$ cat config.mk
export PLATFORM = sky130hd
export DESIGN_NAME = omc_bank
export DESIGN_NICKNAME = d
export VERILOG_FILES = /design/src/rtl/omc_pkg.sv /design/src/rtl/omc_clk_strobe.sv /design/src/rtl/omc_reg.sv /design/src/rtl/omc_cell.sv /design/src/rtl/omc_bank.sv
export SDC_FILE = /design/constraint.sdc
export NUM_CORES = 1
export LEC_CHECK = 0
export CAP_MARGIN = 20
export CORE_ASPECT_RATIO = 0.6
export CORE_MARGIN = 4
export CORE_UTILIZATION = 36
export DETAILED_ROUTE_END_ITERATION = 10
export GPL_ROUTABILITY_DRIVEN = 0
export GPL_TIMING_DRIVEN = 0
export PLACE_DENSITY_LB_ADDON = 0.08
export RECOVER_POWER = 100
export SLEW_MARGIN = 20
export SYNTH_ARGS = -nofsm -noshare
export SYNTH_HDL_FRONTEND = slang
export SYNTH_SLANG_ARGS = --single-unit
$ cat constraint.sdc
create_clock -name clk -period 1.6 [get_ports clk]
set_input_delay 0.48 -clock clk [delete_from_list [all_inputs] [get_ports clk]]
set_output_delay 0.48 -clock clk [all_outputs]
set_load 0.005 [all_outputs]
$ cat src/rtl/omc_pkg.sv
package omc_pkg;

  localparam int CFG_W = 4;

  typedef enum logic [1:0] {
    FB_PAD  = 2'b00,
    FB_REG  = 2'b01,
    FB_SUM  = 2'b10,
    FB_RSVD = 2'b11
  } fb_src_e;

  typedef struct packed {
    fb_src_e fb_src;
    logic    registered;
    logic    active_low;
  } cell_cfg_t;

  function automatic cell_cfg_t decode_cfg(input logic [CFG_W-1:0] raw);
    cell_cfg_t c;
    c.fb_src     = fb_src_e'(raw[3:2]);
    c.registered = raw[1];
    c.active_low = raw[0];
    return c;
  endfunction

  function automatic logic cfg_defined(input cell_cfg_t c);
    return c.fb_src != FB_RSVD;
  endfunction

endpackage

$ cat src/rtl/omc_clk_strobe.sv
module omc_clk_strobe (
  input  logic clk,
  input  logic rst_n,
  input  logic clk_pin_src,
  input  logic clk_term_src,
  input  logic clk_use_term,
  input  logic clk_falling,
  output logic strobe
);

  logic src_sel;
  logic src_pol;
  logic src_prev;

  assign src_sel = clk_use_term ? clk_term_src : clk_pin_src;
  assign src_pol = src_sel ^ clk_falling;

  // Held at 1 in reset so a source already high is not mistaken for an edge.
  always_ff @(posedge clk or negedge rst_n) begin
    if (!rst_n) src_prev <= 1'b1;
    else        src_prev <= src_pol;
  end

  assign strobe = src_pol & ~src_prev;

  // a strobe lasts a single system cycle
  assert_single_strobe_R9: assert property (@(posedge clk) disable iff (!rst_n)
    strobe |=> !strobe);

endmodule

$ cat src/rtl/omc_reg.sv
module omc_reg (
  input  logic clk,
  input  logic rst_n,
  input  logic strobe,
  input  logic preset_term,
  input  logic clear_term,
  input  logic d,
  output logic q
);

  logic arst;
  assign arst = ~rst_n | clear_term;

  always_ff @(posedge clk or posedge arst) begin
    if (arst)        q <= 1'b0;
    else if (strobe) q <= preset_term ? 1'b1 : d;
  end

  assert_clear_wins_R4: assert property (@(posedge clk) disable iff (!rst_n)
    clear_term |-> !q);

  assert_preset_R3: assert property (@(posedge clk) disable iff (!rst_n)
    (strobe && preset_term && !clear_term) |=> (q || clear_term));

  assert_capture_R2: assert property (@(posedge clk) disable iff (!rst_n)
    (strobe && !preset_term && !clear_term) |=> ((q == $past(d)) || clear_term));

endmodule

$ cat src/rtl/omc_cell.sv
module omc_cell
  import omc_pkg::*;
(
  input  logic             clk,
  input  logic             rst_n,
  input  logic             strobe,
  input  logic             preset_term,
  input  logic             clear_term,
  input  logic             or_sum,
  input  logic             oe_term,
  input  logic             pad_in,
  input  logic [CFG_W-1:0] cfg,
  output logic             pad_out,
  output logic             pad_oe,
  output logic             fb
);

  cell_cfg_t c;
  logic      defined;
  logic      q;
  logic      core;

  assign c       = decode_cfg(cfg);
  assign defined = cfg_defined(c);

  omc_reg u_reg (
    .clk         (clk),
    .rst_n       (rst_n),
    .strobe      (strobe),
    .preset_term (preset_term),
    .clear_term  (clear_term),
    .d           (or_sum),
    .q           (q)
  );

  assign core    = c.registered ? q : or_sum;
  assign pad_out = core ^ c.active_low;
  assign pad_oe  = defined & oe_term;

  always_comb begin
    unique case (c.fb_src)
      FB_REG:  fb = q;
      FB_SUM:  fb = or_sum;
      default: fb = pad_in;
    endcase
  end

  assert_oe_follows_term_R7: assert property (@(posedge clk) disable iff (!rst_n)
    pad_oe |-> oe_term);

  assert_reserved_input_R10: assert property (@(posedge clk) disable iff (!rst_n)
    (cfg[3:2] == 2'b11) |-> (!pad_oe && fb == pad_in));

endmodule

$ cat src/rtl/omc_bank.sv
module omc_bank
  import omc_pkg::*;
#(
  parameter int N_CELLS = 8
) (
  input  logic                     clk,
  input  logic                     rst_n,
  input  logic                     clk_pin_src,
  input  logic                     clk_term_src,
  input  logic                     clk_use_term,
  input  logic                     clk_falling,
  input  logic                     preset_term,
  input  logic                     clear_term,
  input  logic [N_CELLS-1:0]       or_sum,
  input  logic [N_CELLS-1:0]       oe_term,
  input  logic [N_CELLS-1:0]       pad_in,
  input  logic [N_CELLS*CFG_W-1:0] cfg,
  output logic [N_CELLS-1:0]       pad_out,
  output logic [N_CELLS-1:0]       pad_oe,
  output logic [N_CELLS-1:0]       fb
);

  logic strobe;

  omc_clk_strobe u_strobe (
    .clk          (clk),
    .rst_n        (rst_n),
    .clk_pin_src  (clk_pin_src),
    .clk_term_src (clk_term_src),
    .clk_use_term (clk_use_term),
    .clk_falling  (clk_falling),
    .strobe       (strobe)
  );

  for (genvar i = 0; i < N_CELLS; i++) begin : g_cell
    omc_cell u_cell (
      .clk         (clk),
      .rst_n       (rst_n),
      .strobe      (strobe),
      .preset_term (preset_term),
      .clear_term  (clear_term),
      .or_sum      (or_sum[i]),
      .oe_term     (oe_term[i]),
      .pad_in      (pad_in[i]),
      .cfg         (cfg[i*CFG_W +: CFG_W]),
      .pad_out     (pad_out[i]),
      .pad_oe      (pad_oe[i]),
      .fb          (fb[i])
    );
  end

endmodule

## Word-level counts from Yosys, hierarchy flattened

Cells that the tools add are included.

- Bits in registers: 9
- Bits in latches: 0
- Bits in writable memories: 0
- ROM bits: 0
- Input bits: 64
- Output and inout port bits: 24
- Word-level logic and storage cells: 79
- Memories: 0

- Add/sub/neg operators: 0
- Multiply operators: 0
- Div/mod/pow operators: 0
- Order comparisons: 0
- Equality and inequality tests: 24
- Shifts and indexed selects: 0
- Mux-type cells: 25
- Bitwise logic cells: 21
- Reduce and logical (&&, ||, !) cells: 0

Operator list:

| operator | count |
|---|---|
| $mux 1 | 17 |
| $eq 2x1->1 const B | 8 |
| $eq 2x2->1 const B | 8 |
| $ne 2x2->1 const B | 8 |
| $pmux 1 s2 | 8 |
| $and 1x1->1 | 9 |
| $xor 1x1->1 | 9 |
| $not 1->1 | 2 |
| $or 1x1->1 | 1 |

## Depth between registers and ports, before layout

- Depth in word-level cells: 3
- Depth in mapped cells: 5
- Gate-level depth less buffers: 4

## Modules after synthesis

From an unflattened synthesis, not the netlist that was laid out.

- Cell total of the unflattened synthesis: 134
- Area, all modules: 1114.8 um2

Modules (own cells, without submodules):

| module | instances | cells an instance | area an instance (um2) | sequential area each (um2) |
|---|---|---|---|---|
| omc_cell | 8 | 11 | 86.3 | 0.0 |
| omc_reg | 8 | 5 | 43.8 | 25.0 |
| omc_clk_strobe | 1 | 6 | 73.8 | 26.3 |

## Worst setup path after synthesis

No wires, ideal clock.

- Path type: input to output
- Start point: in cfg[2]
- End point: out fb[0]
- Data arrival time: 1060 ps
- Required time: 1120 ps
- Slack: 60 ps
- Stages on the path: 4
- Path buffers: 1
- Path through: inv_1 > ha_1 > o21ai_0 > buf_4

- Cells in the longest elaborated chain, start to end: 2
- Elaborated cells on any way between the ends: 3
- Classes of those cells: eq/ne (2); mux (1)

Ends and longest elaborated chain:

| element | RTL line | source |
|---|---|---|
| start: declaration | omc_bank.sv:17 | `input logic [N_CELLS*CFG_W-1:0] cfg,` |
| $eq 2x2->1 or $eq 2x1->1 (tied branches) | omc_cell.sv:41 | `unique case (c.fb_src)` |
| $pmux 1 s2 (*) | omc_cell.sv:41 |  |
| end: declaration | omc_bank.sv:20 | `output logic [N_CELLS-1:0] fb` |

Every way passes the cells marked *; elsewhere a longest branch is shown, timed or not.

## Worst setup path in the final report

- Start point: in cfg[23]
- End point: out fb[5]

Same word-level chain as after synthesis.

==> impl_metrics.ini <==
[yosys]
synth_nets = 241
synthesis.area_mm2 = 0.00130
avgSynthCellArea_um2 = 8.51
netlist_instances = 153
yosysUniqueCellTypes = 15
synth-edff-count = 0
ys_seq_area_share_pct = 17.4
synthArstFlopShare_pct = 100
synthTopCellsByCount = buf_4, ha_1, inv_1
synth_top_area_share_pct = 23.1
yosys-top-cells-area = ha_1, dfrtp_1, buf_4
ys_seq_elements = 9
ys.flop_type = dfrtp_1
yosysTopAreaCell = ha_1
yosys_warnings = 0

[cts]
cts_max_level = 1
cts_buffers = 3
cts-root-buf = clkbuf_8
cts_hold_buf = 0
cts_tree = done
clk_pin_slew_ns = 0.05
clock-sinks = 9
clock_path_buffers = 2
insertion_delay_ns = 0.23

[timing]
fin_crit_ns = 1.59
rsz0062_at_grt = true
tns_ns = 0
worst_pin_slew_ns = 0.668
finalHoldViolCount = 0
maxSlewViolCount = 0
fin_skew_ns = 0.00202
fmax_mhz = 628
setup_violations = 0
fin_crit_sh_pct = 99.5
hold_slack_ns = 0.558
slew_headroom_pct = 55.3

[die]
die_h_um = 54.6
initial_core_util_pct = 38.7
dieArea_mm2 = 0.00468
die_w_um = 85.7
ios = 88
rows = 16
core_mm2 = 0.00336

[drt]
drc_errors = 0
via_count = 1184
routed_wl_mm = 3.50
first_pass_iters = 2
drt_iter0_markers = 19
drtAntennaViolNets = 0
routedWlPerCell_um = 13.1
via_per_inst = 4.42

[worst_setup_path]
crit_family = buffers and inverters
worstPathArrival_ns = 1.11
cp-end-kind = output port
crit_buf_inv = 3
crit_chain = buf_6, inv_2, ha_4, a22oi_2, o21ai_2, buf_2
worstReg2RegEnd = g_cell[4].u_cell.u_reg.q
cp.required_ns = 1.12
cp.depth = 6
ff2ff_setup_slack_ns = 0.41
cp_max_fo = 3
worst_path_largest_cell_delay_ns = 0.16
reg2reg_depth = 3
regToRegStartpoint = u_strobe.src_prev
path_class = in2out
crit_path_top_delay_cell = a22oi_2
crit_path_start_kind = input pin

[global_routing]
grt_antenna_before_repair = 0
grt_pass1_wl_mm = 5.15
grt_usage_pct = 14.3
grt_pass1_vias = 1130
grt_max_degree = 9
overflow = 0

[power_and_ir_drop]
ir_drop_uv = 333
p_int_mw = 0.808
clkPwrFrac_pct = 21.9
power.density_mw_per_mm2 = 533
switching_share_pct = 32.5
power_frac_comb_pct = 50.9
switchingPower_mw = 0.389
power.share.sequential_pct = 27.1
p_leak_nw = 1.10
total_power_mw = 1.20

[final_layout]
postLayoutCellArea_mm2 = 0.00225
antenna_cells = 0
drive_gt1_share_pct = 49.8
syn_to_final_growth_pct = 72.4
fin_nets = 312
final_core_util_pct = 66.8

[hold_path]
hold_path_end = g_cell[5].u_cell.u_reg.q
min-delay-start = g_cell[5].u_cell.u_reg.q
worst_hold_path_type = reg2reg
hold_path_depth = 2

[place]
place_area_mm2 = 0.00222
io_buffers = 86
dpl.hpwl_mm = 2.72

[job]
max-cap-violations = 0

[status]
outcome = complete, no violations
## layer usage
layer | global-route usage, % | vias up | wire length [um]
li1 | - | 601 | -
met1 | 18.4 | 534 | 1570
met2 | 23.6 | 49 | 1630
met3 | 4.51 | 0 | 312
met4 | 3.95 | 0 | 0
met5 | 0 | - | 0
## per-stage QoR
stage          setup slack, ns  cells
2_1_floorplan           0.0599    153
3_3_place_gp             -1.04    284
3_5_place_dp             -1.04    284
4_1_cts               -0.00271    265
5_1_grt                -0.0531    268
6_report               0.00800    268
## layout make-up
class | count | area, um2
Fill cell | 300 | 1120
Buffer | 2 | 11.3
Tap cell | 45 | 56.3
Multi-Input combinational cell | 94 | 1070
Clock buffer | 4 | 45.0
Timing Repair Buffer | 90 | 727
Sequential cell | 9 | 226
Inverter | 24 | 113
## cell families after synthesis
| logic type | count (synthesis) | share of synthesized area (%) |
|---|---|---|
| AOI/OAI and AO/OA | 16 | 7.69 |
| and+or+nand+nor | 27 | 9.70 |
| DFF | 9 | 17.4 |
| muxes | 18 | 14.2 |
| buffers and inverters | 50 | 21.9 |
| xor gates and xnor gates | 9 | 6.05 |
| adders and majority gates | 24 | 23.1 |
## state kept, by name (all words and copies together) (netlist names)
signal and cells:
g_cell.u_cell.u_reg.q 8, u_strobe.src_prev 1
## worst max path at each step
stage,end,from
detailed placement,fb[5],cfg[22]
CTS,pad_out[4],g_cell[4].u_cell.u_reg.q
floorplan,fb[0],cfg[2]
global route,pad_out[0],g_cell[0].u_cell.u_reg.q
finish,fb[5],cfg[23]
global placement,fb[1],cfg[6]
## cell usage in the layout, fill, tap and decap left out
master,instances
dfstp_2,1
o21ai_1,5
nor2b_4,3
nand2_2,4
buf_2,30
buf_6,6
dlygate4sd3_1,1
xnor2_1,9
inv_1,8
buf_8,12
ha_1,7
buf_4,3
o21ai_2,3
nand2_1,4
a22oi_2,8
inv_4,9
inv_2,7
ha_2,2
clkbuf_4,1
buf_1,1
nor2b_1,7
clkbuf_2,3
clkdlybuf4s50_1,4
mux2_4,1
dfrtp_1,8
nor2_1,9
clkbuf_8,3
ha_4,15
clkbuf_1,7
mux2i_1,17
dlygate4sd2_1,25
## worst reg2reg max path, cell delays in order, from the launching register on
cell	delay, ns
dfstp_2	0.53
nor2_1	0.04
mux2_4	0.35
mux2i_1	0.15
## power groups by stage
stage          clock network (mW)  registers [mW]  logic (mW)
5_1_grt                     0.287           0.330       0.673
6_report                    0.263           0.325       0.610
3_5_place_dp                    0           0.322       0.712
3_3_place_gp                    0           0.318       0.698
4_1_cts                     0.264           0.327       0.569
2_1_floorplan                   0           0.308       0.342
## timing repair
item / in CTS / in global routing
pin swaps: 35 / 21
buffers inserted: 1 / 3
setup endpoints to repair: 32 / 18
gates resized for setup: 337 / 34
(Power assumes the default switching activity.)
